File: src/rtl/zbt_sram_pkg.sv
package zbt_sram_pkg;

   // Operation carried down the pipeline
   typedef enum logic [1:0] {
      OP_IDLE = 2'd0,
      OP_RD   = 2'd1,
      OP_WR   = 2'd2
   } op_e;

endpackage

File: src/rtl/zbt_sram_ctrl.sv
// Command decode, burst address counter and the two-stage command pipe.
module zbt_sram_ctrl
   import zbt_sram_pkg::*;
#(
   parameter int ADDR_W  = 6,
   parameter int BURST_W = 2,
   parameter int LANES   = 4
) (
   input  logic              clk,
   input  logic              rst_n,
   input  logic              en,
   input  logic              adv_i,
   input  logic              ce_n_i,
   input  logic              we_n_i,
   input  logic [LANES-1:0]  bw_n_i,
   input  logic [ADDR_W-1:0] addr_i,
   output op_e               ld_op,
   output logic [ADDR_W-1:0] ld_addr,
   output op_e               pl_op,
   output logic [ADDR_W-1:0] pl_addr,
   output logic [LANES-1:0]  pl_bw
);

   localparam int HI_W = ADDR_W - BURST_W;

   op_e               new_op;
   logic [ADDR_W-1:0] burst_next;
   logic [LANES-1:0]  ld_bw;

   always_comb begin
      if (ce_n_i)      new_op = OP_IDLE;
      else if (we_n_i) new_op = OP_RD;
      else             new_op = OP_WR;
   end

   // Linear wrap inside the aligned group; upper bits are held
   logic [HI_W-1:0]    grp_bits;
   logic [BURST_W-1:0] off_bits;
   assign grp_bits   = ld_addr[ADDR_W-1:BURST_W];
   assign off_bits   = ld_addr[BURST_W-1:0] + BURST_W'(1);
   assign burst_next = {grp_bits, off_bits};

   always_ff @(posedge clk or negedge rst_n) begin
      if (!rst_n) begin
         ld_op   <= OP_IDLE;
         ld_addr <= '0;
         ld_bw   <= '0;
         pl_op   <= OP_IDLE;
         pl_addr <= '0;
         pl_bw   <= '0;
      end else if (en) begin
         pl_op   <= ld_op;
         pl_addr <= ld_addr;
         pl_bw   <= ld_bw;
         ld_bw   <= ~bw_n_i;
         if (!adv_i) begin
            ld_op   <= new_op;
            ld_addr <= addr_i;
         end else begin
            ld_addr <= burst_next;
         end
      end
   end

endmodule

File: src/rtl/zbt_sram_array.sv
// Lane-split storage with a registered read port and a same-edge write bypass.
module zbt_sram_array #(
   parameter int ADDR_W = 6,
   parameter int LANES  = 4,
   parameter int LANE_W = 9
) (
   input  logic                    clk,
   input  logic                    en,
   input  logic [ADDR_W-1:0]       rd_addr,
   input  logic [LANES-1:0]        wr_strb,
   input  logic [ADDR_W-1:0]       wr_addr,
   input  logic [LANES*LANE_W-1:0] wr_data,
   output logic [LANES*LANE_W-1:0] rd_q
);

   localparam int DEPTH = 1 << ADDR_W;

   logic same_word;
   assign same_word = (wr_addr == rd_addr);

   for (genvar l = 0; l < LANES; l++) begin : g_lane
      logic [LANE_W-1:0] store [DEPTH];
      logic [LANE_W-1:0] wr_lane;
      logic [LANE_W-1:0] rd_lane;

      assign wr_lane = wr_data[l*LANE_W +: LANE_W];

      always_ff @(posedge clk) begin
         if (wr_strb[l]) store[wr_addr] <= wr_lane;
         if (en) rd_lane <= (wr_strb[l] && same_word) ? wr_lane : store[rd_addr];
      end

      assign rd_q[l*LANE_W +: LANE_W] = rd_lane;
   end

endmodule

File: src/rtl/zbt_sram_outstage.sv
// Output register and the combinational drive enable.
module zbt_sram_outstage #(
   parameter int DATA_W = 36
) (
   input  logic              clk,
   input  logic              rst_n,
   input  logic              en,
   input  logic              pl_rd,
   input  logic [DATA_W-1:0] rd_q,
   input  logic              oe_n_i,
   output logic              out_rd,
   output logic [DATA_W-1:0] dq_o,
   output logic              dq_oe_o
);

   always_ff @(posedge clk or negedge rst_n) begin
      if (!rst_n) begin
         out_rd <= 1'b0;
         dq_o   <= '0;
      end else if (en) begin
         out_rd <= pl_rd;
         dq_o   <= rd_q;
      end
   end

   assign dq_oe_o = out_rd & ~oe_n_i & en;

endmodule

File: src/rtl/zbt_sram.sv
module zbt_sram
   import zbt_sram_pkg::*;
#(
   parameter int ADDR_W  = 6,
   parameter int BURST_W = 2,
   parameter int LANES   = 4,
   parameter int LANE_W  = 9
) (
   input  logic                    clk,
   input  logic                    rst_n,
   input  logic                    sleep_i,
   input  logic                    cen_n_i,
   input  logic                    ce_n_i,
   input  logic                    adv_i,
   input  logic                    we_n_i,
   input  logic [LANES-1:0]        bw_n_i,
   input  logic                    oe_n_i,
   input  logic [ADDR_W-1:0]       addr_i,
   input  logic [LANES*LANE_W-1:0] dq_i,
   output logic [LANES*LANE_W-1:0] dq_o,
   output logic                    dq_oe_o
);

   localparam int DATA_W = LANES * LANE_W;

   if (BURST_W < 1) begin : g_bad_burst
      $error("BURST_W must be at least 1");
   end
   if (ADDR_W <= BURST_W) begin : g_bad_addr
      $error("ADDR_W must exceed BURST_W");
   end
   if (LANES < 1 || LANE_W < 1) begin : g_bad_lane
      $error("LANES and LANE_W must be positive");
   end

   logic              en;
   op_e               ld_op;
   op_e               pl_op;
   logic [ADDR_W-1:0] ld_addr;
   logic [ADDR_W-1:0] pl_addr;
   logic [LANES-1:0]  pl_bw;
   logic [LANES-1:0]  wr_strb;
   logic [DATA_W-1:0] rd_q;
   logic              out_rd;

   assign en      = ~cen_n_i & ~sleep_i;
   assign wr_strb = (en && pl_op == OP_WR) ? pl_bw : '0;

   zbt_sram_ctrl #(
      .ADDR_W (ADDR_W),
      .BURST_W(BURST_W),
      .LANES  (LANES)
   ) ctrl_i (
      .clk    (clk),
      .rst_n  (rst_n),
      .en     (en),
      .adv_i  (adv_i),
      .ce_n_i (ce_n_i),
      .we_n_i (we_n_i),
      .bw_n_i (bw_n_i),
      .addr_i (addr_i),
      .ld_op  (ld_op),
      .ld_addr(ld_addr),
      .pl_op  (pl_op),
      .pl_addr(pl_addr),
      .pl_bw  (pl_bw)
   );

   zbt_sram_array #(
      .ADDR_W(ADDR_W),
      .LANES (LANES),
      .LANE_W(LANE_W)
   ) array_i (
      .clk    (clk),
      .en     (en),
      .rd_addr(ld_addr),
      .wr_strb(wr_strb),
      .wr_addr(pl_addr),
      .wr_data(dq_i),
      .rd_q   (rd_q)
   );

   zbt_sram_outstage #(
      .DATA_W(DATA_W)
   ) out_i (
      .clk    (clk),
      .rst_n  (rst_n),
      .en     (en),
      .pl_rd  (pl_op == OP_RD),
      .rd_q   (rd_q),
      .oe_n_i (oe_n_i),
      .out_rd (out_rd),
      .dq_o   (dq_o),
      .dq_oe_o(dq_oe_o)
   );

endmodule

File: config.mk
export PLATFORM = sky130hd
export DESIGN_NAME = zbt_sram
export DESIGN_NICKNAME = d
export VERILOG_FILES = /design/src/rtl/zbt_sram_pkg.sv /design/src/rtl/zbt_sram_ctrl.sv /design/src/rtl/zbt_sram_array.sv /design/src/rtl/zbt_sram_outstage.sv /design/src/rtl/zbt_sram.sv
export SDC_FILE = /design/constraint.sdc
export NUM_CORES = 2
export LEC_CHECK = 0
export BUFFER_PORTS_ARGS = -buffer_cell sky130_fd_sc_hd__buf_2
export CORE_AREA = 2 2 407 409
export CTS_CLUSTER_DIAMETER = 30
export DETAILED_ROUTE_END_ITERATION = 7
export DIE_AREA = 0 0 409 411
export PLACE_DENSITY = 0.76
export SYNTH_ARGS = -nofsm -noshare
export SYNTH_HDL_FRONTEND = slang
export SYNTH_SLANG_ARGS = --single-unit
File: constraint.sdc
create_clock -name clk -period 2.5 [get_ports clk]
set_input_delay 0.375 -clock clk [delete_from_list [all_inputs] [get_ports clk]]
set_output_delay 0.375 -clock clk [all_outputs]
set_load 0.02 [all_outputs]
==> run_summary.xml <==
<?xml version="1.0" encoding="UTF-8"?>
<metrics>
  <group name="floorplanning">
    <metric name="start_util" unit="%">56.65</metric>
    <metric name="fp.dieW" unit="µm">409</metric>
    <metric name="ios" unit="">91</metric>
    <metric name="fp.coreArea" unit="mm²">0.1639</metric>
    <metric name="fp.dieH" unit="µm">411</metric>
    <metric name="rows" unit="">149</metric>
    <metric name="die_ar" unit="mm²">0.1681</metric>
  </group>
  <group name="pwr">
    <metric name="pwr_density_cell" unit="mW/mm²">1014</metric>
    <metric name="total_leakage_power" unit="µW">0.04012</metric>
    <metric name="seqPwrFrac" unit="%">37.7</metric>
    <metric name="sw_frac_of_total" unit="%">25.05</metric>
    <metric name="vdd_drop_max" unit="µV">874.0</metric>
    <metric name="intPower" unit="µW">89200</metric>
    <metric name="netSwitchingPower" unit="µW">29810</metric>
    <metric name="power.share.combinational" unit="%">13.2</metric>
    <metric name="clockPowerShare" unit="%">49.0</metric>
  </group>
  <group name="place">
    <metric name="place.detailed.hpwl" unit="µm">158500</metric>
    <metric name="port_buffers" unit="">90</metric>
    <metric name="place_congestion" unit="">0.9222</metric>
    <metric name="dp_cells" unit="">7124</metric>
  </group>
  <group name="detailed_routing">
    <metric name="drt_drc_violations_left" unit="">0</metric>
    <metric name="routed-via-count" unit="">54860</metric>
    <metric name="viasPerCell" unit="">6.842</metric>
    <metric name="wirelength" unit="µm">289400</metric>
    <metric name="detailedRoute.firstPassIterationCount" unit="">8</metric>
    <metric name="drt_iter0_markers" unit="">9820</metric>
    <metric name="detail-route-antenna-nets" unit="">0</metric>
    <metric name="avg_wl_per_cell" unit="µm">36.08</metric>
  </group>
  <group name="outcome">
    <metric name="status" unit="">finished, violations left</metric>
    <metric name="violations_in_the_final_reports" unit="">negative setup slack</metric>
  </group>
  <group name="worst_setup_path">
    <metric name="critical_path_class" unit="">register to register</metric>
    <metric name="worstSetupEndpointType" unit="">register</metric>
    <metric name="critical_path.startpoint_type" unit="">register</metric>
    <metric name="worst_ep_required_time" unit="ns">3.17</metric>
    <metric name="timing.critical_path.slowest_stage_cell" unit="">mux4_2</metric>
    <metric name="max_fo_critical_path" unit="">15</metric>
    <metric name="arrival" unit="ns">3.57</metric>
    <metric name="worst_path_largest_cell_delay" unit="ns">0.55</metric>
    <metric name="path_cells" unit="">buf_12 -&gt; buf_12 -&gt; buf_12 -&gt; mux4_2 -&gt; a22oi_2 -&gt; nand4b_1 -&gt; o41ai_2 -&gt; buf_4 -&gt; a211oi_1</metric>
    <metric name="worst_path_most_repeated_cell" unit="">buf_12</metric>
  </group>
  <group name="logic_synthesis">
    <metric name="yosysTopAreaCellShare" unit="%">75.70</metric>
    <metric name="yosys_warnings" unit="">0</metric>
    <metric name="synth_cell_type_count" unit="">50</metric>
    <metric name="postSynthCellCount" unit="">4510</metric>
    <metric name="yosysSeqAreaShare" unit="%">77.34</metric>
    <metric name="synth_flop_cell" unit="">edfxtp_1</metric>
    <metric name="synth_fp_nets" unit="">4564</metric>
    <metric name="netlist_area" unit="mm²">0.09283</metric>
    <metric name="synth_async_sr_flop_share" unit="%">2.541</metric>
    <metric name="synth_top_cells_by_area" unit="">edfxtp_1 76%, mux4_2 12%, mux2i_1 2.1%</metric>
    <metric name="synth-edff-count" unit="">2340</metric>
    <metric name="yosysTopAreaCell" unit="">edfxtp_1</metric>
    <metric name="synth_area_per_cell" unit="µm²">20.58</metric>
    <metric name="synth-seq-cells" unit="">2401</metric>
  </group>
  <group name="timing">
    <metric name="grt_setup_unrepaired" unit="">true</metric>
    <metric name="final-max-slew-violation-count" unit="">0</metric>
    <metric name="finalSetupViolCount" unit="">112</metric>
    <metric name="setup_ws" unit="ns">-0.3951</metric>
    <metric name="finalClockSkew" unit="ns">0.08771</metric>
    <metric name="setup_tns" unit="ns">-12.41</metric>
    <metric name="post-route-period-util" unit="%">115.8</metric>
    <metric name="finalHoldViolations" unit="">0</metric>
    <metric name="achievable-frequency" unit="GHz">0.3454</metric>
    <metric name="relSlewSlack" unit="%">30.97</metric>
    <metric name="worstMarginPinSlew" unit="ns">1.035</metric>
    <metric name="period_minus_slack" unit="ns">2.895</metric>
  </group>
  <group name="global_routing">
    <metric name="number_of_antenna_violations_at_the_first_check_in_global_routing" unit="">22</metric>
    <metric name="grt_remaining_overflow" unit="">0</metric>
    <metric name="grt_total_usage" unit="%">33.82</metric>
    <metric name="grt_pass1_wl" unit="µm">403500</metric>
    <metric name="grt_pass1_vias" unit="">55760</metric>
    <metric name="grt_start_max_net_pins" unit="">65</metric>
  </group>
  <group name="cells_and_area">
    <metric name="layoutNonFillerInstCount" unit="">8019</metric>
    <metric name="layout.cells.most_common_list" unit="">2340 x edfxtp_1, 557 x buf_4, 495 x mux4_2, 440 x clkbuf_16, 289 x nor2_1</metric>
    <metric name="final_common_cell" unit="">edfxtp_1</metric>
    <metric name="post_route_cells_drive_above_1_share" unit="%">37.67</metric>
    <metric name="filler_cell_count" unit="">8504</metric>
    <metric name="areaGrowthSynthToFinish" unit="%">26.49</metric>
    <metric name="finalNetCount" unit="">5540</metric>
  </group>
  <group name="cts">
    <metric name="cts-htree-levels" unit="">5</metric>
    <metric name="cts_tree" unit="">built</metric>
    <metric name="path_clk_slew" unit="ns">0.06</metric>
    <metric name="clk_root_buffer_cell" unit="">clkbuf_16</metric>
    <metric name="cts_inserted_buffers" unit="">425</metric>
    <metric name="clk_path_buf_depth" unit="">4</metric>
    <metric name="clock_insertion_delay_worst_skew" unit="ns">1.00</metric>
    <metric name="numClockSinks" unit="">2401</metric>
  </group>
  <group name="worst_hold_path">
    <metric name="hold_path.class" unit="">input port to register</metric>
  </group>
  <group name="run">
    <metric name="timing.max_cap.violations" unit="">0</metric>
  </group>
</metrics>
-- critical path: cells and delay by family (launching register included) --
| family | cells | cell delay [ns] |
|---|---|---|
| AND/OR/NAND/NOR | 1 | 0.32 |
| buffers and inverters | 4 | 0.76 |
| AO/OA/AOI/OAI | 3 | 0.50 |
| flip-flops | 1 | 0.44 |
| multiplexers | 1 | 0.55 |
-- per-layer routing --
| metal | GRT usage (%) | vias up | wire length (µm) |
|---|---|---|---|
| met5 | 0 | - | 282 |
| met4 | 18.11 | 38 | 18350 |
| met3 | 11.47 | 1206 | 41420 |
| met2 | 52.43 | 5130 | 135500 |
| met1 | 42.56 | 27720 | 93790 |
| li1 | - | 20760 | - |
-- synthesized netlist by cell type (all sizes together) (26+ instances only) --
library cell  number
a211oi            54
and3              30
o21ai             29
buf              162
edfxtp          2340
mux4             495
nand4b            26
a22oi            182
clkbuf           117
o41ai             26
mux2i            193
dfrtp             61
nand2            255
nor2             293
mux2              27
nor3              26
-- power groups by stage --
stage	Sequential, µW	Clock, µW	Combinational, µW
3_5_place_dp	45600	0	13200
5_1_grt	44900	60100	16000
4_1_cts	44900	58100	14500
6_report	44900	58400	15800
3_3_place_gp	45600	0	13000
2_1_floorplan	45600	0	7670
-- area by class of cell --
class / instances / area, µm² / share of cell area [%]
Antenna cell: 5 / 12.51 / 0.01066
Clock buffer: 482 / 11100 / 9.454
Clock inverter: 284 / 3267 / 2.782
Inverter: 5 / 20.02 / 0.01705
Multi-Input combinational cell: 1825 / 20740 / 17.66
Sequential cell: 2401 / 71810 / 61.16
Tap cell: 2189 / 2739 / 2.333
Timing Repair Buffer: 828 / 7730 / 6.583
-- sequential cells by signal, indices dropped and copies added (netlist names) --
signal                  cells
ctrl_i.ld_addr              6
array_i.g_lane.store     2304
out_i.dq_o                 36
ctrl_i.pl_bw                4
array_i.g_lane.rd_lane     36
out_i.out_rd                1
ctrl_i.pl_addr              6
ctrl_i.pl_op                2
ctrl_i.ld_bw                4
ctrl_i.ld_op                2
-- through the flow --
step	hold WS, ns	total power (µW)	utilization [%]	setup slack, ns	instance area, µm²
2_1_floorplan	0.07941	53240	-	0.02273	92830
3_3_place_gp	0.4268	58590	61.31	-0.6145	100500
3_5_place_dp	0.4366	58810	61.31	-0.6014	100500
4_1_cts	0.00003031	117400	71.03	-0.2928	116400
5_1_grt	0.02646	121000	71.64	-0.4405	117400
6_report	0.04984	119000	71.65	-0.3951	117400
-- final timing paths --
path / cells after the start / slack (ns) / from / end
hold reg to reg: 2 / 0.47 / out_i.dq_o[31] / out_i.dq_o[31]
min in group asynchronous: 3 / 0.68 / rst_n / ctrl_i.ld_addr[0]
setup reg to reg: 9 / -0.40 / ctrl_i.ld_addr[0] / array_i.g_lane[2].rd_lane[5]
setup / recovery: 9 / -0.40 / ctrl_i.ld_addr[0] / array_i.g_lane[2].rd_lane[5]
max in group asynchronous: 4 / 0.54 / rst_n / out_i.dq_o[1]
hold / removal: 1 / 0.05 / dq_i[9] / array_i.g_lane[1].store[54][0]
-- logic make-up (layout without fill, tap and decap cells) --
| group | count (synthesis) | in the layout | synth area share (%) |
|---|---|---|---|
| other cells | 0 | 5 | 0 |
| mux | 715 | 715 | 14.42 |
| xor+xnor | 6 | 6 | 0.05661 |
| flops | 2401 | 2401 | 77.34 |
| buf+inv | 284 | 1599 | 1.580 |
| compound gates | 395 | 395 | 3.193 |
| simple gates | 709 | 709 | 3.411 |
-- timing repair --
| action | 4_1_cts | 5_1_grt |
|---|---|---|
| endpoints found under the hold margin | 453 | 0 |
| hold buffers | 48 | 0 |
| gates resized for setup | 145 | 106 |
| gates cloned | 4 | 6 |
| setup endpoints to repair | 36 | 212 |
| pin swaps | 19 | 29 |
| buffers inserted | 26 | 41 |
No activity file was read; power rests on OpenSTA's default activity.
